**src/rtl/tick_pkg.sv**
```systemverilog
// Shared definitions for the tick timer: register indices and control bit positions.
// Assumes word addressing through byte address bits [3:2].
package tick_pkg;
    typedef enum logic [1:0] {
        REG_CTRL   = 2'd0,
        REG_RELOAD = 2'd1,
        REG_CUR    = 2'd2,
        REG_CAL    = 2'd3
    } tick_reg_e;

    localparam int CTRL_EN_BIT   = 0;
    localparam int CTRL_TINT_BIT = 1;
    localparam int CTRL_CSRC_BIT = 2;
    localparam int CTRL_FLAG_BIT = 16;
endpackage

```
**src/rtl/tick_bus_dec.sv**
```systemverilog
// Bus decoder and read mux for the tick timer.
// Turns one access cycle into write/read strobes and returns read data in the same cycle.
// Assumes only word-aligned addresses below 0x10 are mapped; others read 0 and ignore writes.
module tick_bus_dec
    import tick_pkg::*;
#(
    parameter int          ADDR_W    = 5,
    parameter int          CNT_W     = 32,
    parameter logic [31:0] CAL_VALUE = 32'd10000
) (
    input  logic              sel_i,
    input  logic              wr_i,
    input  logic              priv_i,
    input  logic [ADDR_W-1:0] addr_i,
    input  logic              en_i,
    input  logic              tint_i,
    input  logic              csrc_i,
    input  logic              flag_i,
    input  logic [CNT_W-1:0]  reload_i,
    input  logic [CNT_W-1:0]  cur_i,
    output logic              wr_ctrl_o,
    output logic              wr_reload_o,
    output logic              wr_cur_o,
    output logic              rd_ctrl_o,
    output logic [31:0]       rdata_o,
    output logic              err_o
);
    logic      granted;
    logic      in_map;
    tick_reg_e idx;

    // Qualify the access and pick the addressed register.
    always_comb begin
        granted = sel_i && priv_i;
        in_map  = (addr_i[1:0] == 2'b00) && ((addr_i >> 4) == '0);
        idx     = tick_reg_e'(addr_i[3:2]);
        err_o   = sel_i && !priv_i;
    end

    // Generate the write and read strobes.
    always_comb begin
        wr_ctrl_o   = granted && wr_i  && in_map && (idx == REG_CTRL);
        wr_reload_o = granted && wr_i  && in_map && (idx == REG_RELOAD);
        wr_cur_o    = granted && wr_i  && in_map && (idx == REG_CUR);
        rd_ctrl_o   = granted && !wr_i && in_map && (idx == REG_CTRL);
    end

    // Select the read data for the addressed register.
    always_comb begin
        rdata_o = '0;
        if (granted && !wr_i && in_map) begin
            unique case (idx)
                REG_CTRL: begin
                    rdata_o[CTRL_EN_BIT]   = en_i;
                    rdata_o[CTRL_TINT_BIT] = tint_i;
                    rdata_o[CTRL_CSRC_BIT] = csrc_i;
                    rdata_o[CTRL_FLAG_BIT] = flag_i;
                end
                REG_RELOAD: rdata_o = 32'(reload_i);
                REG_CUR:    rdata_o = en_i ? 32'(cur_i) : 32'd0;
                REG_CAL:    rdata_o = CAL_VALUE;
                default:    rdata_o = '0;
            endcase
        end
    end
endmodule

```
**src/rtl/tick_ctrl.sv**
```systemverilog
// Control state of the tick timer: enable, interrupt enable, clock source, count flag,
// reload value and the registered interrupt pulse. Also decides when the counter
// loads, when a bus write holds it, and when a counting tick occurs.
// Assumes strobes from tick_bus_dec are mutually exclusive.
module tick_ctrl #(
    parameter int CNT_W = 32
) (
    input  logic             clk,
    input  logic             rst_n,
    input  logic             ref_tick_i,
    input  logic             wr_ctrl_i,
    input  logic             wr_reload_i,
    input  logic             wr_cur_i,
    input  logic             rd_ctrl_i,
    input  logic [2:0]       ctrl_wd_i,
    input  logic [CNT_W-1:0] reload_wd_i,
    input  logic             expire_i,
    output logic             en_o,
    output logic             tint_o,
    output logic             csrc_o,
    output logic             flag_o,
    output logic [CNT_W-1:0] reload_o,
    output logic             load_o,
    output logic             hold_o,
    output logic             step_o,
    output logic             irq_o
);
    // Derive load, hold and counting-tick requests from the current state and bus strobes.
    always_comb begin
        load_o = wr_cur_i
               || (wr_ctrl_i && ctrl_wd_i[0] && (!en_o || (ctrl_wd_i[2] != csrc_o)));
        hold_o = wr_ctrl_i || wr_cur_i;
        step_o = en_o && (csrc_o || ref_tick_i);
    end

    // Update the control bits, the enable auto-clear and the reload register.
    always_ff @(posedge clk) begin
        if (!rst_n) begin
            en_o     <= 1'b0;
            tint_o   <= 1'b0;
            csrc_o   <= 1'b0;
            reload_o <= '0;
        end else begin
            if (wr_ctrl_i) begin
                en_o   <= ctrl_wd_i[0];
                tint_o <= ctrl_wd_i[1];
                csrc_o <= ctrl_wd_i[2];
            end else if (expire_i && (reload_o == '0)) begin
                en_o <= 1'b0;
            end
            if (wr_reload_i) begin
                reload_o <= reload_wd_i;
            end
        end
    end

    // Keep the sticky count flag and register the interrupt pulse.
    always_ff @(posedge clk) begin
        if (!rst_n) begin
            flag_o <= 1'b0;
            irq_o  <= 1'b0;
        end else begin
            if (wr_cur_i) begin
                flag_o <= 1'b0;
            end else if (expire_i) begin
                flag_o <= 1'b1;
            end else if (rd_ctrl_i) begin
                flag_o <= 1'b0;
            end
            irq_o <= expire_i && tint_o;
        end
    end
endmodule

```
**src/rtl/tick_down_cnt.sv**
```systemverilog
// Down-counter of the tick timer. Loads on request, steps on counting ticks,
// reports the 1-to-0 step as expiry, and reloads on the tick after it reaches 0.
// Assumes hold_i is high whenever load_i is high.
module tick_down_cnt #(
    parameter int CNT_W = 32
) (
    input  logic             clk,
    input  logic             rst_n,
    input  logic             step_i,
    input  logic             load_i,
    input  logic             hold_i,
    input  logic [CNT_W-1:0] reload_i,
    output logic [CNT_W-1:0] cur_o,
    output logic             expire_o
);
    localparam logic [CNT_W-1:0] ONE = CNT_W'(1);

    logic adv;

    // Decide whether this cycle advances the count and whether it expires.
    always_comb begin
        adv      = step_i && !hold_i;
        expire_o = adv && (cur_o == ONE);
    end

    // Load, reload at zero, or decrement the counter.
    always_ff @(posedge clk) begin
        if (!rst_n) begin
            cur_o <= '0;
        end else if (load_i) begin
            cur_o <= reload_i;
        end else if (adv) begin
            cur_o <= (cur_o == '0) ? reload_i : cur_o - ONE;
        end
    end
endmodule

```
**src/rtl/tick_timer_top.sv**
```systemverilog
// Top of the periodic system tick timer: bus decoder, control state and down-counter.
// Assumes single-cycle word accesses; read data is combinational in the access cycle.
module tick_timer_top #(
    parameter int          CNT_W     = 32,
    parameter int          ADDR_W    = 5,
    parameter logic [31:0] CAL_VALUE = 32'd10000
) (
    input  logic              clk,
    input  logic              rst_n,
    input  logic              ref_tick_i,
    input  logic              bus_sel_i,
    input  logic              bus_wr_i,
    input  logic              bus_priv_i,
    input  logic [ADDR_W-1:0] bus_addr_i,
    input  logic [31:0]       bus_wdata_i,
    output logic [31:0]       bus_rdata_o,
    output logic              bus_err_o,
    output logic              irq_o
);
    logic             wr_ctrl_s, wr_reload_s, wr_cur_s, rd_ctrl_s;
    logic             en_q, tint_q, csrc_q, flag_q;
    logic [CNT_W-1:0] reload_q, cur_q;
    logic             load_s, hold_s, step_s, expire_s;

    tick_bus_dec #(
        .ADDR_W   (ADDR_W),
        .CNT_W    (CNT_W),
        .CAL_VALUE(CAL_VALUE)
    ) u_dec (
        .sel_i      (bus_sel_i),
        .wr_i       (bus_wr_i),
        .priv_i     (bus_priv_i),
        .addr_i     (bus_addr_i),
        .en_i       (en_q),
        .tint_i     (tint_q),
        .csrc_i     (csrc_q),
        .flag_i     (flag_q),
        .reload_i   (reload_q),
        .cur_i      (cur_q),
        .wr_ctrl_o  (wr_ctrl_s),
        .wr_reload_o(wr_reload_s),
        .wr_cur_o   (wr_cur_s),
        .rd_ctrl_o  (rd_ctrl_s),
        .rdata_o    (bus_rdata_o),
        .err_o      (bus_err_o)
    );

    tick_ctrl #(
        .CNT_W(CNT_W)
    ) u_ctrl (
        .clk        (clk),
        .rst_n      (rst_n),
        .ref_tick_i (ref_tick_i),
        .wr_ctrl_i  (wr_ctrl_s),
        .wr_reload_i(wr_reload_s),
        .wr_cur_i   (wr_cur_s),
        .rd_ctrl_i  (rd_ctrl_s),
        .ctrl_wd_i  (bus_wdata_i[2:0]),
        .reload_wd_i(bus_wdata_i[CNT_W-1:0]),
        .expire_i   (expire_s),
        .en_o       (en_q),
        .tint_o     (tint_q),
        .csrc_o     (csrc_q),
        .flag_o     (flag_q),
        .reload_o   (reload_q),
        .load_o     (load_s),
        .hold_o     (hold_s),
        .step_o     (step_s),
        .irq_o      (irq_o)
    );

    tick_down_cnt #(
        .CNT_W(CNT_W)
    ) u_cnt (
        .clk     (clk),
        .rst_n   (rst_n),
        .step_i  (step_s),
        .load_i  (load_s),
        .hold_i  (hold_s),
        .reload_i(reload_q),
        .cur_o   (cur_q),
        .expire_o(expire_s)
    );
endmodule

```
**config.mk**
```make
export PLATFORM = sky130hd
export DESIGN_NAME = tick_timer_top
export DESIGN_NICKNAME = d
export VERILOG_FILES = /design/src/rtl/tick_pkg.sv /design/src/rtl/tick_bus_dec.sv /design/src/rtl/tick_ctrl.sv /design/src/rtl/tick_down_cnt.sv /design/src/rtl/tick_timer_top.sv
export SDC_FILE = /design/constraint.sdc
export NUM_CORES = 1
export LEC_CHECK = 0
export BUFFER_PORTS_ARGS = -buffer_cell sky130_fd_sc_hd__buf_2
export CORE_ASPECT_RATIO = 0.6
export CORE_MARGIN = 2
export CORE_UTILIZATION = 45
export CTS_CLUSTER_DIAMETER = 100
export DETAILED_ROUTE_END_ITERATION = 16
export GPL_TIMING_DRIVEN = 1
export PLACE_DENSITY = 0.77
export SYNTH_ARGS = -nofsm -noshare
export SYNTH_HDL_FRONTEND = slang
export SYNTH_SLANG_ARGS = --single-unit
```
**constraint.sdc**
```tcl
create_clock -name clk -period 3.9 [get_ports clk]
set_clock_uncertainty 0.2 [all_clocks]
set_input_delay 0.975 -clock clk [delete_from_list [all_inputs] [get_ports clk]]
set_output_delay 0.975 -clock clk [all_outputs]
set_load 0.02 [all_outputs]
```
== After elaboration in Yosys (flattened, before gate mapping) ==
Index checks and enable logic that the tools add are counted.
Cells by class
  muxes and demuxes: 13
  equal/unequal tests: 5
  reductions and logical operators: 35
  $add $sub $neg: 1
  bitwise operators: 1
Operators by type and width (count)
  2-to-1 mux 32 bit: 5
  zero test 32 bit: 2
  one-hot mux 13 bit (3 select lines): 1
  equality test 32 x 1 -> 1 bit (second input constant): 1
  subtractor 32 x 1 -> 32 bit (second input constant): 1
  one-hot mux 15 bit (2 select lines): 1
  logical AND 1 bit: 18
  one-hot mux 3 bit (4 select lines): 1
  nonzero test 2 bit: 3
  zero test 5 bit: 1
  equality test 2 bit (second input constant): 2
  zero test 1 bit: 4
  zero test 2 bit: 2
  logical OR 1 bit: 4
  2-to-1 mux 1 bit: 4
  one-hot mux 1 bit (4 select lines): 1
  equality test 2 x 1 -> 1 bit (second input constant): 1
  OR reduction 2 bit: 1
  != test 1 bit: 1
  NOT 1 bit: 1
Storage, ports and cells
  logic and storage cells: 62
  output and inout bits: 34
  input port bits: 43
  flip-flop bits (word level): 69

== Longest topological paths before layout ==
Gate-level depths: netlist (run 1).
  depth in word-level cells: 11
  gate-level depth with buffers: 10
  depth with buffers taken out: 8

== Modules after synthesis ==
From an unflattened synthesis (run 1), not the netlist that was laid out.
Unflattened totals
  cells, all modules: 501
  area, all modules: 4149.0 µm²
By module, submodules not included
  tick_down_cnt: area each 2024.4 µm², cells each 265, times used 1, seq. area each 640.6 µm²
  tick_ctrl: area each 1505.2 µm², cells each 137, times used 1, seq. area each 740.7 µm²
  tick_bus_dec: area each 619.3 µm², cells each 99, times used 1, seq. area each 0.0 µm²

== Worst setup path before layout (run 1) ==
Ideal clock, no wire load.
  path type: input port to output port
  from: input bus_addr_i[2]
  to: output bus_rdata_o[16]
  setup slack: 0.402 ns
  required time: 2.725 ns
  stages on the path: 9
  arrival time: 2.323 ns
  path buffers: 2
  cell sequence: inv_1 -> ha_1 -> and2_1 -> clkbuf_1 -> clkbuf_1 -> a22oi_1 -> nor2_1 -> a21oi_1 -> nor2_1
On the way
  longest elaborated chain between the ends: 3
  elaborated cells between the ends (all ways): 6
  those cells by class: eq/ne (3); mux (2); reduce/logical (1)
Ends and longest elaborated chain
  from (decl): RTL line tick_timer_top.sv:14  | input logic [ADDR_W-1:0] bus_addr_i,
  equality test 2 bit (tied with other cells): RTL line tick_bus_dec.sv:52  | unique case (idx)
  one-hot mux 1 bit (4 select lines) (*): RTL line tick_bus_dec.sv:52
  2-to-1 mux 32 bit (*): RTL line tick_bus_dec.sv:51  | if (granted && !wr_i && in_map) begin
  to (decl): RTL line tick_timer_top.sv:16  | output logic [31:0] bus_rdata_o,
Every way passes the cells marked *; elsewhere a longest branch is shown, timed or not.

== Final worst setup path (run 1) ==
  from: input bus_addr_i[1]
  to: output bus_rdata_o[13]
On the way
  longest elaborated chain between the ends: 4
Ends and longest elaborated chain
  zero test 2 bit: RTL line tick_bus_dec.sv:35  | in_map = (addr_i[1:0] == 2'b00) && ((addr_i >> 4) == '0);
  logical AND 1 bit: RTL line tick_bus_dec.sv:35
  logical AND 1 bit: RTL line tick_bus_dec.sv:51
  2-to-1 mux 32 bit: RTL line tick_bus_dec.sv:51
No other way between the ends.

==> impl_metrics.csv, run 1 <==
group,metric,value,unit
synthesis,yosys_warnings,0,
global_route,grt_pass1_vias,4233,
placement,dp.final_hpwl,10.08,mm
synthesis,synth_edf_count,0,
die,io_pins,77,
run,max-cap-violations,0,
routing,viasPerCell,6.469,
placement,dp_cells,711,
die,rows,26,
sta,timing.fmax,263.0,MHz
clocking,ctsHoldBuffers,0,
die,start_util,47.04,%
clocking,cts-root-buf,"clkbuf_16",
critical_path,cp.arrival,2.63,ns
critical_path,rrSetupSlack,0.87,ns
min_path,worstHoldPathCells,2,
routing,route.met2.wl,5.719,mm
clocking,cts_buffer_depth,2,
sta,setup_viol,0,
synthesis,synthCells,546,
routing,first_iter_violations,423,
die,dieArea,9846,µm²
min_path,min-delay-path-class,"flip-flop to flip-flop",
sta,hold_violations,0,
global_route,grt_pass1_wl,22.87,mm
critical_path,slowest_stage,"nand2b_1",
routing,first_pass_iters,5,
sta,rsz0062_at_grt,"yes",
clocking,postCtsSetupBuffers,0,
min_path,hp-start,"u_ctrl.reload_o[24]",
routing,ant_nets,0,
critical_path,crit_required,2.72,ns
power,finalPower,1.683,mW
critical_path,reg2reg_depth,7,
critical_path,crit_fanout,13,
global_route,grt_overflow,0,
critical_path,rr_endpoint,"u_cnt.cur_o[19]",
finish,final_common_cell,"nand2_1",
synthesis,async_reset_ff_share,0,%
critical_path,r2r-start,"u_cnt.cur_o[8]",
synthesis,ys_seq_area_share,33.94,%
routing,wl_met1,6.926,mm
placement,port-buffer-count,76,
finish,fin_util,56.38,%
clocking,cts_sinks,69,
clocking,clk_pin_slew_worst_paths,0.06,ns
critical_path,crit_chain,"buf_2, nand3b_1, nor4_1, nand2b_1, nor2_1, buf_2",
critical_path,path_class,"input pin to output pin",
routing,avgRoutedWirePerCell,19.76,µm
outcome,outcome,"complete, no violations",
routing,wl,14.37,mm
synthesis,ys_seq_elements,69,
finish,final_cell_mix,"91 x nand2_1, 76 x buf_2, 69 x dfxtp_1",
die,die_x,126.8,µm
sta,slew_violations,0,
placement,place_congestion,0.9235,
synthesis,synthDistinctLibCells,63,
die,die_h,77.67,µm
synthesis,syn_area_per_cell,7.454,µm²
sta,final.min_clock_period,3.803,ns
global_route,grtUsageTotal,29.58,%
power,irDropWorstVdd,0.2289,mV
global_route,antenna_found_initial,0,
clocking,cts_resized,0,
critical_path,crit_path_frequent_cell,"buf_2",
finish,drive_gt1_share,20.00,%
power,powerDensity,344.9,nW/µm²
min_path,hold_path_end,"u_ctrl.reload_o[24]",
sta,hold_ws,0.2952,ns
sta,tightest_slew,1.003,ns
finish,syn_to_final_growth,19.86,%
sta,slew_headroom,32.89,%
sta,post-route-period-util,97.51,%
synthesis,synthesis.nets,596,
routing,met3_length,1.525,mm
routing,dr.max_layer_used,"met4",
die,core,8653,µm²
power,p_leak,1.819,nW
routing,vias,4703,
clocking,clock_latency,0.34,ns
clocking,cts_buffers,9,
clocking,h-tree-depth,3,
finish,nNetsFinal,660,
critical_path,endpoint_kind,"output pin",
finish,diodes,0,
clocking,cts_tree,"built",
critical_path,cp-start-kind,"input pin",
synthesis,synthesis.area,4070,µm²
global_route,grt_max_degree,37,
finish,stdcell_count,727,
synthesis,ys.flop_type,"dfxtp_1",
sta,tns,0,ns
routing,drc_errors,0,
critical_path,cpPeakStageDelay,0.47,ns
metal layers:
| layer | vias to the layer above | global-route usage, % |
|---|---|---|
| met3 | 20 | 8.207 |
| li1 | 2164 | - |
| met4 | 0 | 7.582 |
| met2 | 289 | 39.78 |
| met5 | - | 0 |
| met1 | 2230 | 45.56 |
worst max-delay path: cells and delay by family:
kind	cells	cell delay [ns]
and+or+nand+nor	4	1.33
buffers and inverters	2	0.31
kinds of logic after synthesis:
kind of cell,count (synthesis),synth area share (%)
xor+xnor,3,0.6457
fa+ha+maj,7,2.152
flops,69,33.94
simple gates,241,29.88
buf+inv,48,5.011
compound gates,176,27.85
mux,2,0.5226
worst max-delay path by stage:
stage / end / cells after the start / start
detailed placement: bus_rdata_o[17] / 6 / bus_addr_i[1]
finish: bus_rdata_o[13] / 6 / bus_addr_i[1]
global placement: bus_rdata_o[16] / 10 / bus_addr_i[2]
CTS: bus_rdata_o[17] / 6 / bus_addr_i[1]
global route: bus_rdata_o[17] / 6 / bus_addr_i[1]
floorplan: bus_rdata_o[16] / 9 / bus_addr_i[2]
stage by stage:
stage / instance area (µm²) / setup WS, ns
floorplan: 4070 / 0.4025
global placement: 4557 / 0.1720
detailed placement: 4557 / 0.1064
CTS: 4873 / 0.09322
global route: 4878 / -0.09810
finish: 4878 / 0.09713
synthesized netlist by cell type, types with 6 or more instances:
| master | instances | area share [%] |
|---|---|---|
| a221oi_1 | 6 | 1.3 |
| dfxtp_1 | 69 | 34 |
| a32oi_1 | 6 | 1.3 |
| nand2_1 | 91 | 8.4 |
| clkbuf_1 | 32 | 3.0 |
| o21ai_1 | 14 | 1.7 |
| a31oi_1 | 7 | 1.1 |
| nor4_1 | 17 | 2.6 |
| nand3_1 | 20 | 2.5 |
| ha_1 | 7 | 2.2 |
| o211ai_1 | 6 | 1.1 |
| inv_1 | 7 | 0.65 |
| nor2_1 | 56 | 5.2 |
| a21oi_1 | 58 | 7.1 |
| a22oi_1 | 29 | 5.3 |
| nand4_1 | 7 | 1.1 |
| nor3_1 | 12 | 1.5 |
| o311ai_0 | 7 | 1.5 |
| o21ai_0 | 14 | 1.7 |
area by class of cell:
class	count	area, µm²
Clock buffer	10	229.0
Fill cell	848	3775
Sequential cell	69	1381
Inverter	8	30.03
Tap cell	112	140.1
Multi-Input combinational cell	429	2490
Clock inverter	6	87.58
Timing Repair Buffer	93	520.5
report_power, final:
group,switching [mW],leakage (nW),total [mW],internal (mW)
Sequential,0.00171,0.556,0.708,0.706
Clock,0.320,0.156,0.880,0.560
Combinational,0.0607,1.11,0.0951,0.0344
Total,0.382,1.82,1.68,1.30
flip-flops by register name, indices dropped and copies added, names as in the netlist:
register and count:
u_ctrl.reload_o 32, u_ctrl.irq_o 1, u_cnt.cur_o 32, u_ctrl.flag_o 1, u_ctrl.tint_o 1, u_ctrl.en_o 1
u_ctrl.csrc_o 1
Note: power is estimated with default switching activity, not from simulation.
==> run 2: changes to the inputs <==
Settings changed: ABC_AREA from default to 1, PLACE_DENSITY 0.77 to 0.76.
==> run 2 against run 1 <==
Sequential power barely moved. Core utilization fell by 1.9 points. Total power rose by 0.14%. Sequential share of layout area is 2.7 points lower.
==> impl_metrics.csv, run 2 <==
group,metric,value,unit
global_route,grtUsageTotal,25.50,%
routing,avgRoutedWirePerCell,13.69,µm
finish,diodes,0,
sta,final.min_clock_period,3.529,ns
critical_path,cp.arrival,2.35,ns
finish,final_common_cell,"nand2_1",
clocking,cts-root-buf,"clkbuf_16",
critical_path,crit_fanout,31,
finish,nNetsFinal,883,
synthesis,synth_common_cells,"228 x nand2_1, 100 x nor2_1, 91 x inv_1",
finish,stdcell_count,972,
finish,reg.largest.list,"u_cnt.cur_o (32), u_ctrl.reload_o (32)",
min_path,min-delay-path-class,"flip-flop to flip-flop",
clocking,clk_pin_slew_worst_paths,0.06,ns
placement,port-buffer-count,76,
sta,hold_violations,0,
die,rows,28,
synthesis,synth_compound_area_share,17.74,%
critical_path,path_class,"input pin to output pin",
global_route,grt_overflow,0,
routing,wl,13.31,mm
synthesis,synthesis.area,4606,µm²
placement,dp_slack,0.3717,ns
critical_path,cp-start-kind,"input pin",
synthesis,yosys.area.top_type_share,29.99,%
synthesis,synthDistinctLibCells,30,
die,core,9915,µm²
clocking,cts_resized,0,
critical_path,r2r-start,"u_cnt.cur_o[0]",
synthesis,syn_area_per_cell,5.981,µm²
critical_path,crit_required,2.72,ns
synthesis,synth-xor-area-share,2.852,%
critical_path,rrSetupSlack,1.49,ns
run,max-cap-violations,0,
synthesis,yosys_warnings,0,
finish,final_cell_mix,"227 x nand2_1, 100 x nor2_1, 91 x inv_1",
synthesis,synth_edf_count,0,
die,die_h,82.37,µm
sta,post-route-period-util,90.48,%
die,die_x,134.6,µm
sta,timing.fmax,283.4,MHz
synthesis,ys.flop_type,"dfxtp_1",
clocking,clock_latency,0.35,ns
synthesis,synthMuxAreaShare,0,%
synthesis,post-synth-top-count-cell,"nand2_1",
min_path,hp-start,"u_ctrl.flag_o",
synthesis,synth_top_family_by_area,"simple AND/OR/NAND/NOR gates",
power,finalPower,1.685,mW
clocking,h-tree-depth,3,
sta,rsz0062_at_grt,"no",
synthesis,async_reset_ff_share,0,%
clocking,cts_buffers,9,
routing,vias,4980,
power,p_leak,2.748,nW
placement,dp.final_hpwl,9.954,mm
synthesis,ys_seq_area_share,29.99,%
power,irDropWorstVdd,0.1999,mV
synthesis,synthAdderAreaFrac,1.902,%
clocking,ctsHoldBuffers,0,
synthesis,synthCells,770,
global_route,grt_pass1_wl,22.22,mm
routing,viasPerCell,5.123,
global_route,grt_pass1_vias,4441,
synthesis,yosysTopAreaCell,"dfxtp_1",
sta,setup_viol,0,
finish,area.sequential,1381,µm²
synthesis,synth-simple-area-share,35.86,%
finish,syn_to_final_growth,17.28,%
sta,finalWorstSetupSlack,0.3714,ns
global_route,grt_max_degree,40,
critical_path,endpoint,"bus_rdata_o[2]",
routing,first_pass_iters,5,
die,io_pins,77,
sta,slew_headroom,30.26,%
sta,slew_violations,0,
critical_path,endpoint_kind,"output pin",
sta,tns,0,ns
critical_path,reg2reg_depth,12,
routing,drc_errors,0,
clocking,cts_buffer_depth,2,
routing,first_iter_violations,460,
routing,ant_nets,0,
finish,multi_input_area,2690,µm²
die,start_util,46.45,%
global_route,antenna_found_initial,0,
critical_path,rr_endpoint,"u_cnt.cur_o[27]",
clocking,cts_tree,"built",
finish,nFillCells,1009,
power,powerDensity,311.9,nW/µm²
sta,tightest_slew,1.045,ns
critical_path,worstSetupStartpoint,"bus_addr_i[2]",
finish,drive_gt1_share,15.41,%
clocking,cts_sinks,69,
die,dieArea,11090,µm²
synthesis,ys_seq_elements,69,
clocking,postCtsSetupBuffers,0,
placement,place_congestion,0.9508,
placement,dp_cells,957,
outcome,outcome,"complete, no violations",
synthesis,synthesis.nets,820,
synthesis,ys_top_cells_by_area,"dfxtp_1 30%, nand2_1 19%, a21oi_1 9.3%",
run 2: where the power goes:
part           internal (mW)  switching, mW
clock                  0.523          0.314
sequential             0.707        0.00199
combinational         0.0497         0.0881
total                   1.28          0.404
run 2: area by class of cell:
cell class | instances | share of cell area (%)
well taps | 135 | 3.127
repair buffers | 87 | 9.266
clock inverters | 4 | 0.8802
inverters | 96 | 6.671
multi-input cells | 570 | 49.80
flip-flops and latches | 69 | 25.57
clock buffers | 11 | 4.679
run 2: kinds of logic (layout without fill, tap and decap cells):
family                   Yosys count  in the layout
AO/OA/AOI/OAI                    153            153
XOR/XNOR                          15             15
adder cells (fa/ha/maj)            7              7
buffers and inverters            131            198
flip-flops                        69             69
AND/OR/NAND/NOR                  395            395
run 2: metal layers:
metal	wire, µm	GRT usage, %	up-vias
li1	-	-	2574
met1	7139	38.88	2197
met2	4729	34.18	194
met3	1296	7.448	15
met4	139	6.421	0
met5	0	0	-
run 2: how the worst min path moves through the flow:
stage / endpoint / slack (ns) / depth (start not counted)
floorplan: u_ctrl.flag_o / 0.24 / 2
global placement: u_ctrl.flag_o / 0.25 / 2
detailed placement: u_ctrl.flag_o / 0.25 / 2
CTS: u_ctrl.flag_o / 0.26 / 2
global route: u_ctrl.flag_o / 0.30 / 2
finish: u_ctrl.flag_o / 0.26 / 2
run 2: stage by stage:
| step | cell area, µm² | hold WS, ns | util [%] |
|---|---|---|---|
| 6_report | 5401 | 0.2623 | 54.48 |
| 5_1_grt | 5401 | 0.2979 | 54.48 |
| 4_1_cts | 5401 | 0.2624 | 54.48 |
| 3_5_place_dp | 5101 | 0.2545 | 51.45 |
| 3_3_place_gp | 5101 | 0.2543 | 51.45 |
| 2_1_floorplan | 4606 | 0.2361 | - |
run 2: worst max-delay path, stage by stage:
cell and delay, ns:
buf_2 0.12, inv_1 0.10, ha_1 0.18, nand2_1 0.07, inv_1 0.10, buf_12 0.19
nand2_1 0.08, a221oi_1 0.31, buf_2 0.23
